$ cat config.mk
export PLATFORM = sky130hd
export DESIGN_NAME = dual_mode_irq_ctrl
export DESIGN_NICKNAME = d
export VERILOG_FILES = /design/src/rtl/dmic_pkg.sv /design/src/rtl/dmic_enable_reg.sv /design/src/rtl/dmic_flag_bank.sv /design/src/rtl/dmic_req_gate.sv /design/src/rtl/dual_mode_irq_ctrl.sv
export SDC_FILE = /design/constraint.sdc
export NUM_CORES = 1
export LEC_CHECK = 0
export BUFFER_PORTS_ARGS = -buffer_cell sky130_fd_sc_hd__buf_4
export CORE_AREA = 5 5 42 44
export CTS_CLUSTER_DIAMETER = 80
export DETAILED_ROUTE_END_ITERATION = 6
export DIE_AREA = 0 0 47 49
export PLACE_DENSITY = 0.69
export SLEW_MARGIN = 20
export SYNTH_ARGS = -nofsm -noshare
export SYNTH_HDL_FRONTEND = slang
export SYNTH_SLANG_ARGS = --single-unit
export TNS_END_PERCENT = 5
$ cat constraint.sdc
create_clock -name clk -period 1.49 [get_ports clk]
set_clock_uncertainty 0.05 [all_clocks]
set_input_delay 0.298 -clock clk [delete_from_list [all_inputs] [get_ports clk]]
set_output_delay 0.298 -clock clk [all_outputs]
set_load 0.02 [all_outputs]
$ cat src/rtl/dmic_pkg.sv
// Shared definitions for the dual-mode interrupt controller.
// Assumes an 8-bit control register with a fixed bit layout that software decodes.
package dmic_pkg;

    localparam int REG_W   = 8;
    localparam int NUM_SRC = 3;   // timer, external pin, port change

    // Control register layout, bit 7 first.
    typedef struct packed {
        logic gate_hi;   // global enable / high-priority gate
        logic gate_lo;   // peripheral enable / low-priority gate
        logic en_tmr;
        logic en_ext;
        logic en_chg;
        logic fl_tmr;
        logic fl_ext;
        logic fl_chg;
    } ctrl_t;

    // Flags whose value reset defines: port-change flag (bit 0) is left open.
    localparam logic [NUM_SRC-1:0] FLAG_RST_MASK = 3'b110;

endpackage

$ cat src/rtl/dmic_enable_reg.sv
// Holds the gate and per-source enable bits (register bits 7..3).
// Assumes one write strobe; all bits reset to 0 synchronously.
module dmic_enable_reg #(
    parameter int EN_W = 5
) (
    input  logic            clk,
    input  logic            rst_n,
    input  logic            wr_en,
    input  logic [EN_W-1:0] wr_bits,
    output logic [EN_W-1:0] en_q
);

    // Load on write, clear on reset.
    always_ff @(posedge clk) begin
        if (!rst_n) begin
            en_q <= '0;
        end else if (wr_en) begin
            en_q <= wr_bits;
        end
    end

endmodule

$ cat src/rtl/dmic_flag_bank.sv
// Sticky event flags: set by a source pulse, cleared only by a software write of 0.
// Assumes single-cycle event pulses synchronous to clk. A set beats a clear in the
// same cycle. Flags outside RST_MASK keep their value through reset.
module dmic_flag_bank #(
    parameter int               N        = 3,
    parameter logic [N-1:0]     RST_MASK = '1
) (
    input  logic         clk,
    input  logic         rst_n,
    input  logic         wr_en,
    input  logic [N-1:0] wr_bits,
    input  logic [N-1:0] evt,
    output logic [N-1:0] flag_q
);

    logic [N-1:0] flag_d;

    // Next value: software write (or hold), ORed with the hardware event.
    always_comb begin
        flag_d = (wr_en ? wr_bits : flag_q) | evt;
    end

    for (genvar i = 0; i < N; i++) begin : g_flag
        if (RST_MASK[i]) begin : g_rst
            // Flag with defined reset value 0.
            always_ff @(posedge clk) begin
                if (!rst_n) flag_q[i] <= 1'b0;
                else        flag_q[i] <= flag_d[i];
            end
        end else begin : g_norst
            // Flag without reset: value after power-up is undefined.
            always_ff @(posedge clk) begin
                flag_q[i] <= flag_d[i];
            end
        end
    end

endmodule

$ cat src/rtl/dmic_req_gate.sv
// Combinational request gating for legacy and priority modes.
// Assumes peripheral requests are already masked by their own enables.
module dmic_req_gate #(
    parameter int NUM_PERIPH = 4
) (
    input  logic                  prio_mode,
    input  dmic_pkg::ctrl_t       ctrl,
    input  logic [NUM_PERIPH-1:0] per_req,
    input  logic [NUM_PERIPH-1:0] per_hi,
    output logic                  irq_hi,
    output logic                  irq_lo
);

    logic core_pend;
    logic per_any;
    logic per_hi_any;
    logic per_lo_any;

    // Pending core sources: flag and its own enable both set.
    always_comb begin
        core_pend = (ctrl.fl_tmr & ctrl.en_tmr)
                  | (ctrl.fl_ext & ctrl.en_ext)
                  | (ctrl.fl_chg & ctrl.en_chg);
    end

    // Peripheral request summaries, split by priority tag.
    always_comb begin
        per_any    = |per_req;
        per_hi_any = |(per_req & per_hi);
        per_lo_any = |(per_req & ~per_hi);
    end

    // Output gating, chosen by the mode input.
    always_comb begin
        if (prio_mode) begin
            irq_hi = ctrl.gate_hi & (core_pend | per_hi_any);
            irq_lo = ctrl.gate_hi & ctrl.gate_lo & per_lo_any;
        end else begin
            irq_hi = ctrl.gate_hi & (core_pend | (ctrl.gate_lo & per_any));
            irq_lo = 1'b0;
        end
    end

endmodule

$ cat src/rtl/dual_mode_irq_ctrl.sv
// Top level: the 8-bit interrupt control register and its request gating.
// Assumes a synchronous active-low reset and one-cycle event pulses.
module dual_mode_irq_ctrl #(
    parameter int NUM_PERIPH = 4
) (
    input  logic                  clk,
    input  logic                  rst_n,
    input  logic                  prio_mode_i,
    input  logic                  wr_en_i,
    input  logic [7:0]            wr_data_i,
    output logic [7:0]            rd_data_o,
    input  logic [2:0]            src_evt_i,
    input  logic [NUM_PERIPH-1:0] per_req_i,
    input  logic [NUM_PERIPH-1:0] per_hi_i,
    output logic                  irq_hi_o,
    output logic                  irq_lo_o
);

    import dmic_pkg::*;

    localparam int EN_W = REG_W - NUM_SRC;

    logic [EN_W-1:0]    en_q;
    logic [NUM_SRC-1:0] flag_q;
    ctrl_t              ctrl;

    dmic_enable_reg #(.EN_W(EN_W)) u_en (
        .clk     (clk),
        .rst_n   (rst_n),
        .wr_en   (wr_en_i),
        .wr_bits (wr_data_i[REG_W-1:NUM_SRC]),
        .en_q    (en_q)
    );

    dmic_flag_bank #(.N(NUM_SRC), .RST_MASK(FLAG_RST_MASK)) u_flags (
        .clk     (clk),
        .rst_n   (rst_n),
        .wr_en   (wr_en_i),
        .wr_bits (wr_data_i[NUM_SRC-1:0]),
        .evt     (src_evt_i),
        .flag_q  (flag_q)
    );

    // Assemble the visible register from the two storage blocks.
    always_comb begin
        ctrl = ctrl_t'({en_q, flag_q});
    end

    assign rd_data_o = ctrl;

    dmic_req_gate #(.NUM_PERIPH(NUM_PERIPH)) u_gate (
        .prio_mode (prio_mode_i),
        .ctrl      (ctrl),
        .per_req   (per_req_i),
        .per_hi    (per_hi_i),
        .irq_hi    (irq_hi_o),
        .irq_lo    (irq_lo_o)
    );

endmodule

======== After elaboration in Yosys (flattened, before gate mapping) ========
Index checks and enable logic that the tools add are counted.
word-level totals
  flip-flop bits (word level) ............. 8
  latch bits .............................. 0
  RAM bits ................................ 0
  memory bits (read-only) ................. 0
  bits of input ports ..................... 23
  output and inout port bits .............. 10
  word-level logic and storage cells ...... 26
  memories kept ........................... 0
cells by class
  add/subtract/negate cells ............... 0
  $mul .................................... 0
  div/mod/pow operators ................... 0
  order comparisons ....................... 0
  equality and inequality tests ........... 0
  shifts and indexed selects .............. 0
  muxes and demuxes ....................... 3
  bitwise logic cells ..................... 16
  reduce and logical (&&, ||, !) cells .... 3
operators with widths
  kind                number
  4-bit OR reduction  3
  1-bit bitwise AND   8
  4-bit bitwise AND   2
  4-bit inverter      1
  1-bit OR            4
  3-bit two-way mux   1
  3-bit OR            1
  1-bit two-way mux   2

======== Longest topological paths before layout ========
Gate-level depths: netlist of the first run.
  word-level depth ........................ 6
  mapped depth ............................ 3
  depth with buffers taken out ............ 3

======== Hierarchy ========
From an unflattened synthesis of the first run, not the netlist that was laid out.
second synthesis, totals
  cells, all modules ...................... 40
  area, all modules ....................... 404.1 µm²
modules (own cells, without submodules)
  module           times used  cells an instance  area an instance (µm²)  sequential area each (µm²)
  dmic_enable_reg  1           16                 192.7                   100.1
  dmic_flag_bank   1           9                  113.9                   60.1
  dmic_req_gate    1           15                 97.6                    0.0

======== Worst setup path before layout of the first run ========
OpenSTA, ideal clock, no wires.
  kind .................................... in2out
  start point ............................. input port per_req_i[1]
  end point ............................... output port irq_hi_o
  arrival time ............................ 1.080 ns
  required time ........................... 1.142 ns
  slack ................................... 0.062 ns
  cell stages on the path ................. 3
  path buffers ............................ 0
  cell sequence ........................... or4_1 > nand3b_1 > a31oi_1
between the ends
  longest elaborated chain between the ends .. 5
  elaborated cells on any way between the ends .. 9
  those cells by class .................... mux (1); bitwise (6); reduce/logical (2)
ends and longest elaborated chain
  what                                                     line                                      text
  start: declaration                                       dual_mode_irq_ctrl.sv:13                  input logic [NUM_PERIPH-1:0] per_req_i,
  4-bit OR reduction or 4-bit bitwise AND (tied branches)  dmic_req_gate.sv:28, dmic_req_gate.sv:29
  1-bit bitwise AND or 4-bit OR reduction (tied branches)  dmic_req_gate.sv:39, dmic_req_gate.sv:29
  1-bit OR, on equally long branches                       dmic_req_gate.sv:39, dmic_req_gate.sv:36
  1-bit bitwise AND, on equally long branches              dmic_req_gate.sv:39, dmic_req_gate.sv:36
  1-bit two-way mux (*)                                    dmic_req_gate.sv:35                       if (prio_mode) begin
  end: declaration                                         dual_mode_irq_ctrl.sv:15                  output logic irq_hi_o,
Every way passes the cells marked *; elsewhere a longest branch is shown, timed or not.

======== Worst setup path in the final report of the first run ========
  start point ............................. input port per_req_i[2]
  end point ............................... output port irq_hi_o
The elaborated chain is that of the path after synthesis.

==> results of run 1 <==
## final cells by class
| cell class | count | area, µm² | share of cell area, % |
|---|---|---|---|
| flip-flops and latches | 8 | 164 | 23.3 |
| repair buffers | 34 | 263 | 37.3 |
| inverters | 5 | 18.8 | 2.66 |
| clock buffers | 3 | 22.5 | 3.20 |
| well taps | 16 | 20.0 | 2.84 |
| multi-input cells | 26 | 216 | 30.7 |
## report_power, final
group	internal, µW	total, µW	leakage (µW)	switching (µW)
combinational	89.4	148	0.000274	58.5
clock	91.7	158	0.0000138	66.8
sequential	230	241	0.0000673	11.8
total	411	548	0.000355	137
## repair_timing
item | in CTS | in global routing
resized for setup | 6 | 0
buffers inserted | 1 | 0
setup endpoints to repair | 1 | 1
pin swaps | 4 | 0
## cells by family after synthesis
group           share of synthesized area, %
flops                                   40.4
compound gates                          22.1
mux                                     18.3
simple gates                            13.3
buf+inv                                 5.99
## cells in the final DEF, fill, tap and decap left out, drive strengths merged, types with 2 or more instances in the layout
cell type  instances
a22o               2
dfxtp              8
o21a               2
mux2               2
o22ai              2
buf               34
nor2b              6
clkbuf             3
inv                5
mux2i              5
## through the flow
step	area, µm²	power, µW	util [%]
after floorplan	397	305	-
after global placement	659	387	47.1
after detailed placement	659	388	47.1
after CTS	704	558	50.3
after global routing	704	582	50.3
final	704	548	50.3
## worst max-delay path by stage
| stage | end | start | slack (ns) | cells after the start |
|---|---|---|---|---|
| 3_3_place_gp | irq_hi_o | per_req_i[1] | -0.12 | 5 |
| 6_report | irq_hi_o | per_req_i[2] | -0.10 | 5 |
| 4_1_cts | irq_hi_o | u_en.en_q[2] | -0.12 | 3 |
| 3_5_place_dp | irq_hi_o | per_req_i[1] | -0.14 | 5 |
| 2_1_floorplan | irq_hi_o | per_req_i[1] | 0.06 | 3 |
| 5_1_grt | irq_hi_o | u_en.en_q[2] | -0.18 | 3 |
## state kept, by name, indices dropped and copies added (netlist names)
signal / flops
u_flags.flag_q: 3
u_en.en_q: 5
## per-layer routing
metal,vias up,GRT usage (%),routed length [µm]
met2,26,15.4,489
met5,-,0,0
li1,222,-,-
met4,0,5.53,0
met3,0,4.43,159
met1,199,13.3,465
## worst register-to-register path, stage by stage, from the launching register on
cell and delay [ns]:
dfxtp_2 0.33, mux2_2 0.26, o21a_1 0.16
==> results.yml, run 1 <==
worst_hold_path:
  holdPathStages: 2
  min_path_type: "input port to flop"
  hp-start: "src_evt_i[0]"
  hold_end: "u_flags.flag_q[0]"
floorplan:
  io_pins: 33
  die_area_um2: 2300
  start_util_pct: 28.3
  num_rows: 14
  core_um2: 1400
  die_w_um: 47
  fp.dieH_um: 49
cts:
  numCtsBuffers: 3
  cts.path.max_buffers: 2
  clock_sinks: 8
  worstSkewPairLatency_ns: 0.24
  cts_tree: "built"
  cts.clk_slew.worst_paths_ns: 0.05
  cts_root_buf: "clkbuf_4"
  hold_buffers: 0
  cts_htree_levels: 1
power:
  powerDensity_nw_per_um2: 778
  vdd_drop_max_v: 0.000376
  p_leak_uw: 0.000355
global_route:
  grt.overflow.total: 0
  grt_max_degree: 10
  grt_pass1_vias: 443
  grt_pass1_wl_mm: 1.81
  antenna_found_initial: 0
  grtUsageTotal_pct: 10.7
route:
  wl_per_cell_um: 12.1
  drt_wl_total_mm: 1.11
  ant_nets: 0
  drtPass1Iterations: 4
  vias: 447
  drc: 0
  viasPerCell: 4.86
  drt_iter0_drc: 4
setup_path:
  cp_max_fo: 3
  rr_startpoint: "u_flags.flag_q[2]"
  critPathKind: "input port to output port"
  crit_path_end_kind: "output port"
  cpLargestDelayFamily: "simple AND/OR/NAND/NOR gates"
  cp.arrival_ns: 1.25
  timing.rr.end: "u_flags.flag_q[2]"
  rrSetupSlack_ns: 0.59
  crit_required_ns: 1.14
  crit_buf_inv: 2
  worstPathCellList: "buf_6 > or4_4 > nand3b_1 > a31oi_1 > buf_4"
  r2r_cells: 2
  cp_slowest_cell: "or4_4"
  start_kind: "input port"
  crit_path_max_incr_delay_ns: 0.52
timing:
  finalHoldViolCount: 0
  holdWs_ns: 0.192
  min_period_ns: 1.59
  drv_slew: 0
  tightest_slew_ns: 0.341
  fin_crit_sh_pct: 107
  fmax_mhz: 627
  setup_slack_ns: -0.104
  setup_tns_ns: -0.104
  slew-limit-headroom_pct: 77.2
  setup_violations: 1
  rsz0062_at_grt: "yes"
synth:
  ys.flop_type: "dfxtp_1"
  synth_edf_count: 0
  synth_top_area_cell: "dfxtp_1"
  yosys-top-cells-count: "dfxtp_1, nor2b_1, inv_1, mux2i_1"
  synthCells: 40
  synth_area_leaders: "dfxtp_1, mux2i_1, nor2b_1"
  synth-seq-cells: 8
  ys_async_sr_fraction_pct: 0
  synth_top_cell_area_share_pct: 40.4
  synth.cell_area_um2: 397
  synth_area_per_cell_um2: 9.92
  synth_warnings: 0
  yosysMostFrequentCell: "dfxtp_1"
  syn_nets: 63
  synthDistinctLibCells: 17
  yosysSeqAreaShare_pct: 40.4
cells_and_area:
  diodes: 0
  nFillCells: 138
  drive_gt1_share_pct: 57.9
  layout.nets: 101
  final_cell_count_no_fill: 92
  area_growth_pct: 77.6
outcome:
  status: "finished, violations left"
  violations: "negative setup slack"
placement:
  io_buffers: 32
  place.gp.congestion: 0.726
  post-place-cells: 88
  pre_cts_ws_ns: -0.144
  hpwlAfterDp_um: 939
run:
  max_cap_violations: 0
No activity file was read; power rests on OpenSTA's default activity.
==> inputs of run 2 (changes only) <==
--- a/config.mk
+++ b/config.mk
@@ -11,6 +11,7 @@
 export DETAILED_ROUTE_END_ITERATION = 6
 export DIE_AREA = 0 0 47 49
 export PLACE_DENSITY = 0.69
+export RECOVER_POWER = 50
 export SLEW_MARGIN = 20
 export SYNTH_ARGS = -nofsm -noshare
 export SYNTH_HDL_FRONTEND = slang
==> constraint.sdc (replaced) <==
create_clock -name clk -period 1.49 [get_ports clk]
set_clock_uncertainty 0.05 [all_clocks]
set_input_delay 0.2235 -clock clk [delete_from_list [all_inputs] [get_ports clk]]
set_output_delay 0.2235 -clock clk [all_outputs]
set_load 0.02 [all_outputs]
==> run 2 against run 1 <==
The run still ends with negative setup slack left. Largest power group unchanged. Critical endpoint unchanged. Final area decreased by 2.8%. Sequential cell count unchanged. Wire length decreased by 4.0%. Critical path type is now flop to output port. Register-to-register slack about the same. Total power decreased by 1.0%. Maximum frequency increased by 4.9%.
==> results.yml, run 2 (synthesized netlist as in run 1, its figures left out) <==
setup_path:
  critPathKind: "flop to output port"
  start_kind: "flop"
  crit_path_max_incr_delay_ns: 0.37
  crit_buf_inv: 1
  cp_slowest_cell: "a222oi_1"
  crit_required_ns: 1.22
  worstPathCellList: "a222oi_1 > a31oi_1 > buf_4"
  cp_max_fo: 3
  crit_path_end_kind: "output port"
  cpLargestDelayFamily: "compound AO/OA/AOI/OAI gates"
  cp.arrival_ns: 1.25
route:
  drtPass1Iterations: 3
  drc: 0
  viasPerCell: 4.80
  drt_wl_total_mm: 1.07
  drt_iter0_drc: 1
  wl_per_cell_um: 11.7
  ant_nets: 0
  vias: 437
cts:
  numCtsBuffers: 3
  hold_buffers: 0
  cts_htree_levels: 1
  clock_sinks: 8
  cts.clk_slew.worst_paths_ns: 0.05
  cts_tree: "built"
  worstSkewPairLatency_ns: 0.24
  cts.path.max_buffers: 2
  cts_root_buf: "clkbuf_4"
cells_and_area:
  reg_top3: "u_en.en_q: 5 flops, u_flags.flag_q: 3 flops"
  diodes: 0
  layout.nets: 100
  nFillCells: 145
  regMostFlops: "u_en.en_q"
  regArea_um2: 163
  largest_register_ffs: 5
  drive_gt1_share_pct: 54.7
  area_growth_pct: 72.6
  final_cell_mix: "buf_4, nor2b_1, dfxtp_1, inv_1, mux2i_1"
  final_cell_count_no_fill: 91
  fin_util_pct: 48.8
  multi_input_area_um2: 213
  final_common_cell: "buf_4"
timing:
  drv_slew: 0
  fin_crit_sh_pct: 102
  tightest_slew_ns: 0.347
  slew-limit-headroom_pct: 76.8
  min_period_ns: 1.52
  setup_violations: 1
  holdWs_ns: 0.112
  fmax_mhz: 658
  finalHoldViolCount: 0
  rsz0062_at_grt: "yes"
  setup_slack_ns: -0.0302
power:
  switching_power_uw: 136
  p_seq_share_pct: 44.4
  netSwitchingFraction_pct: 25.0
  combPwrFrac_pct: 26.3
  p_leak_uw: 0.000346
  vdd_drop_max_v: 0.000401
  powerDensity_nw_per_um2: 792
  clockPowerShare_pct: 29.3
  total_power_uw: 542
  p_int_uw: 407
placement:
  hpwlAfterDp_um: 921
  place.gp.congestion: 0.711
  io_buffers: 32
  pre_cts_ws_ns: 0.00872
  post-place-cells: 87
global_route:
  antenna_found_initial: 0
  grt_max_degree: 10
  grt.overflow.total: 0
  grt_pass1_wl_mm: 1.78
  grtUsageTotal_pct: 10.4
  grt_pass1_vias: 445
floorplan:
  fp.dieH_um: 49
  die_w_um: 47
  start_util_pct: 28.3
  die_area_um2: 2300
  num_rows: 14
  io_pins: 33
  core_um2: 1400
outcome:
  violations: "negative setup slack"
  status: "finished, violations left"
run:
  max_cap_violations: 0
worst_hold_path:
  min_path_type: "input port to flop"
run 2: cell types whose count changed in the layout (fill, tap and decap cells not counted):
cell     before  now
dfxtp_2       3    2
buf_4        32   33
or4_1         0    1
dfxtp_1       5    6
or4_4         1    0
buf_6         2    0
run 2: metrics by stage:
step           instance area, µm²  TNS, ns
5_1_grt                       684   -0.126
2_1_floorplan                 397        0
4_1_cts                       686  -0.0507
3_3_place_gp                  652        0
6_report                      684  -0.0302
3_5_place_dp                  652        0
run 2: worst paths after layout:
path	start	endpoint	slack (ns)	depth (start not counted)
hold / removal	src_evt_i[0]	u_flags.flag_q[0]	0.11	2
setup / recovery	u_en.en_q[1]	irq_hi_o	-0.03	3
hold reg to reg	u_en.en_q[0]	u_en.en_q[0]	0.50	2
setup reg to reg	u_flags.flag_q[2]	u_flags.flag_q[2]	0.60	2
run 2: cell type report:
cell class	count	area share, %
multi-input cells	26	31.1
clock buffers	3	3.29
well taps	16	2.93
repair buffers	33	36.2
inverters	5	2.74
flip-flops and latches	8	23.8
run 2: worst register-to-register path: stages (launching register included):
cell	delay (ns)
dfxtp_2	0.32
mux2_2	0.25
o21a_1	0.16
run 2: power by group through the flow:
stage / combinational, µW / sequential, µW / clock, µW
finish: 143 / 241 / 159
global route: 156 / 243 / 186
CTS: 144 / 241 / 169
detailed placement: 141 / 244 / 0
global placement: 140 / 245 / 0
floorplan: 45.8 / 259 / 0
run 2: per-layer routing:
metal / GRT usage, % / up-vias / wire length [µm]
met1: 11.3 / 192 / 422
li1: - / 217 / -
met5: 0 / - / 0
met2: 15.2 / 26 / 457
met3: 6.27 / 2 / 169
met4: 5.53 / 0 / 19
run 2: timing repair:
action | CTS | global route
pin swaps | 2 | 0
buffers inserted | 1 | 0
resized for setup | 3 | 0
endpoints found under the setup margin | 1 | 1
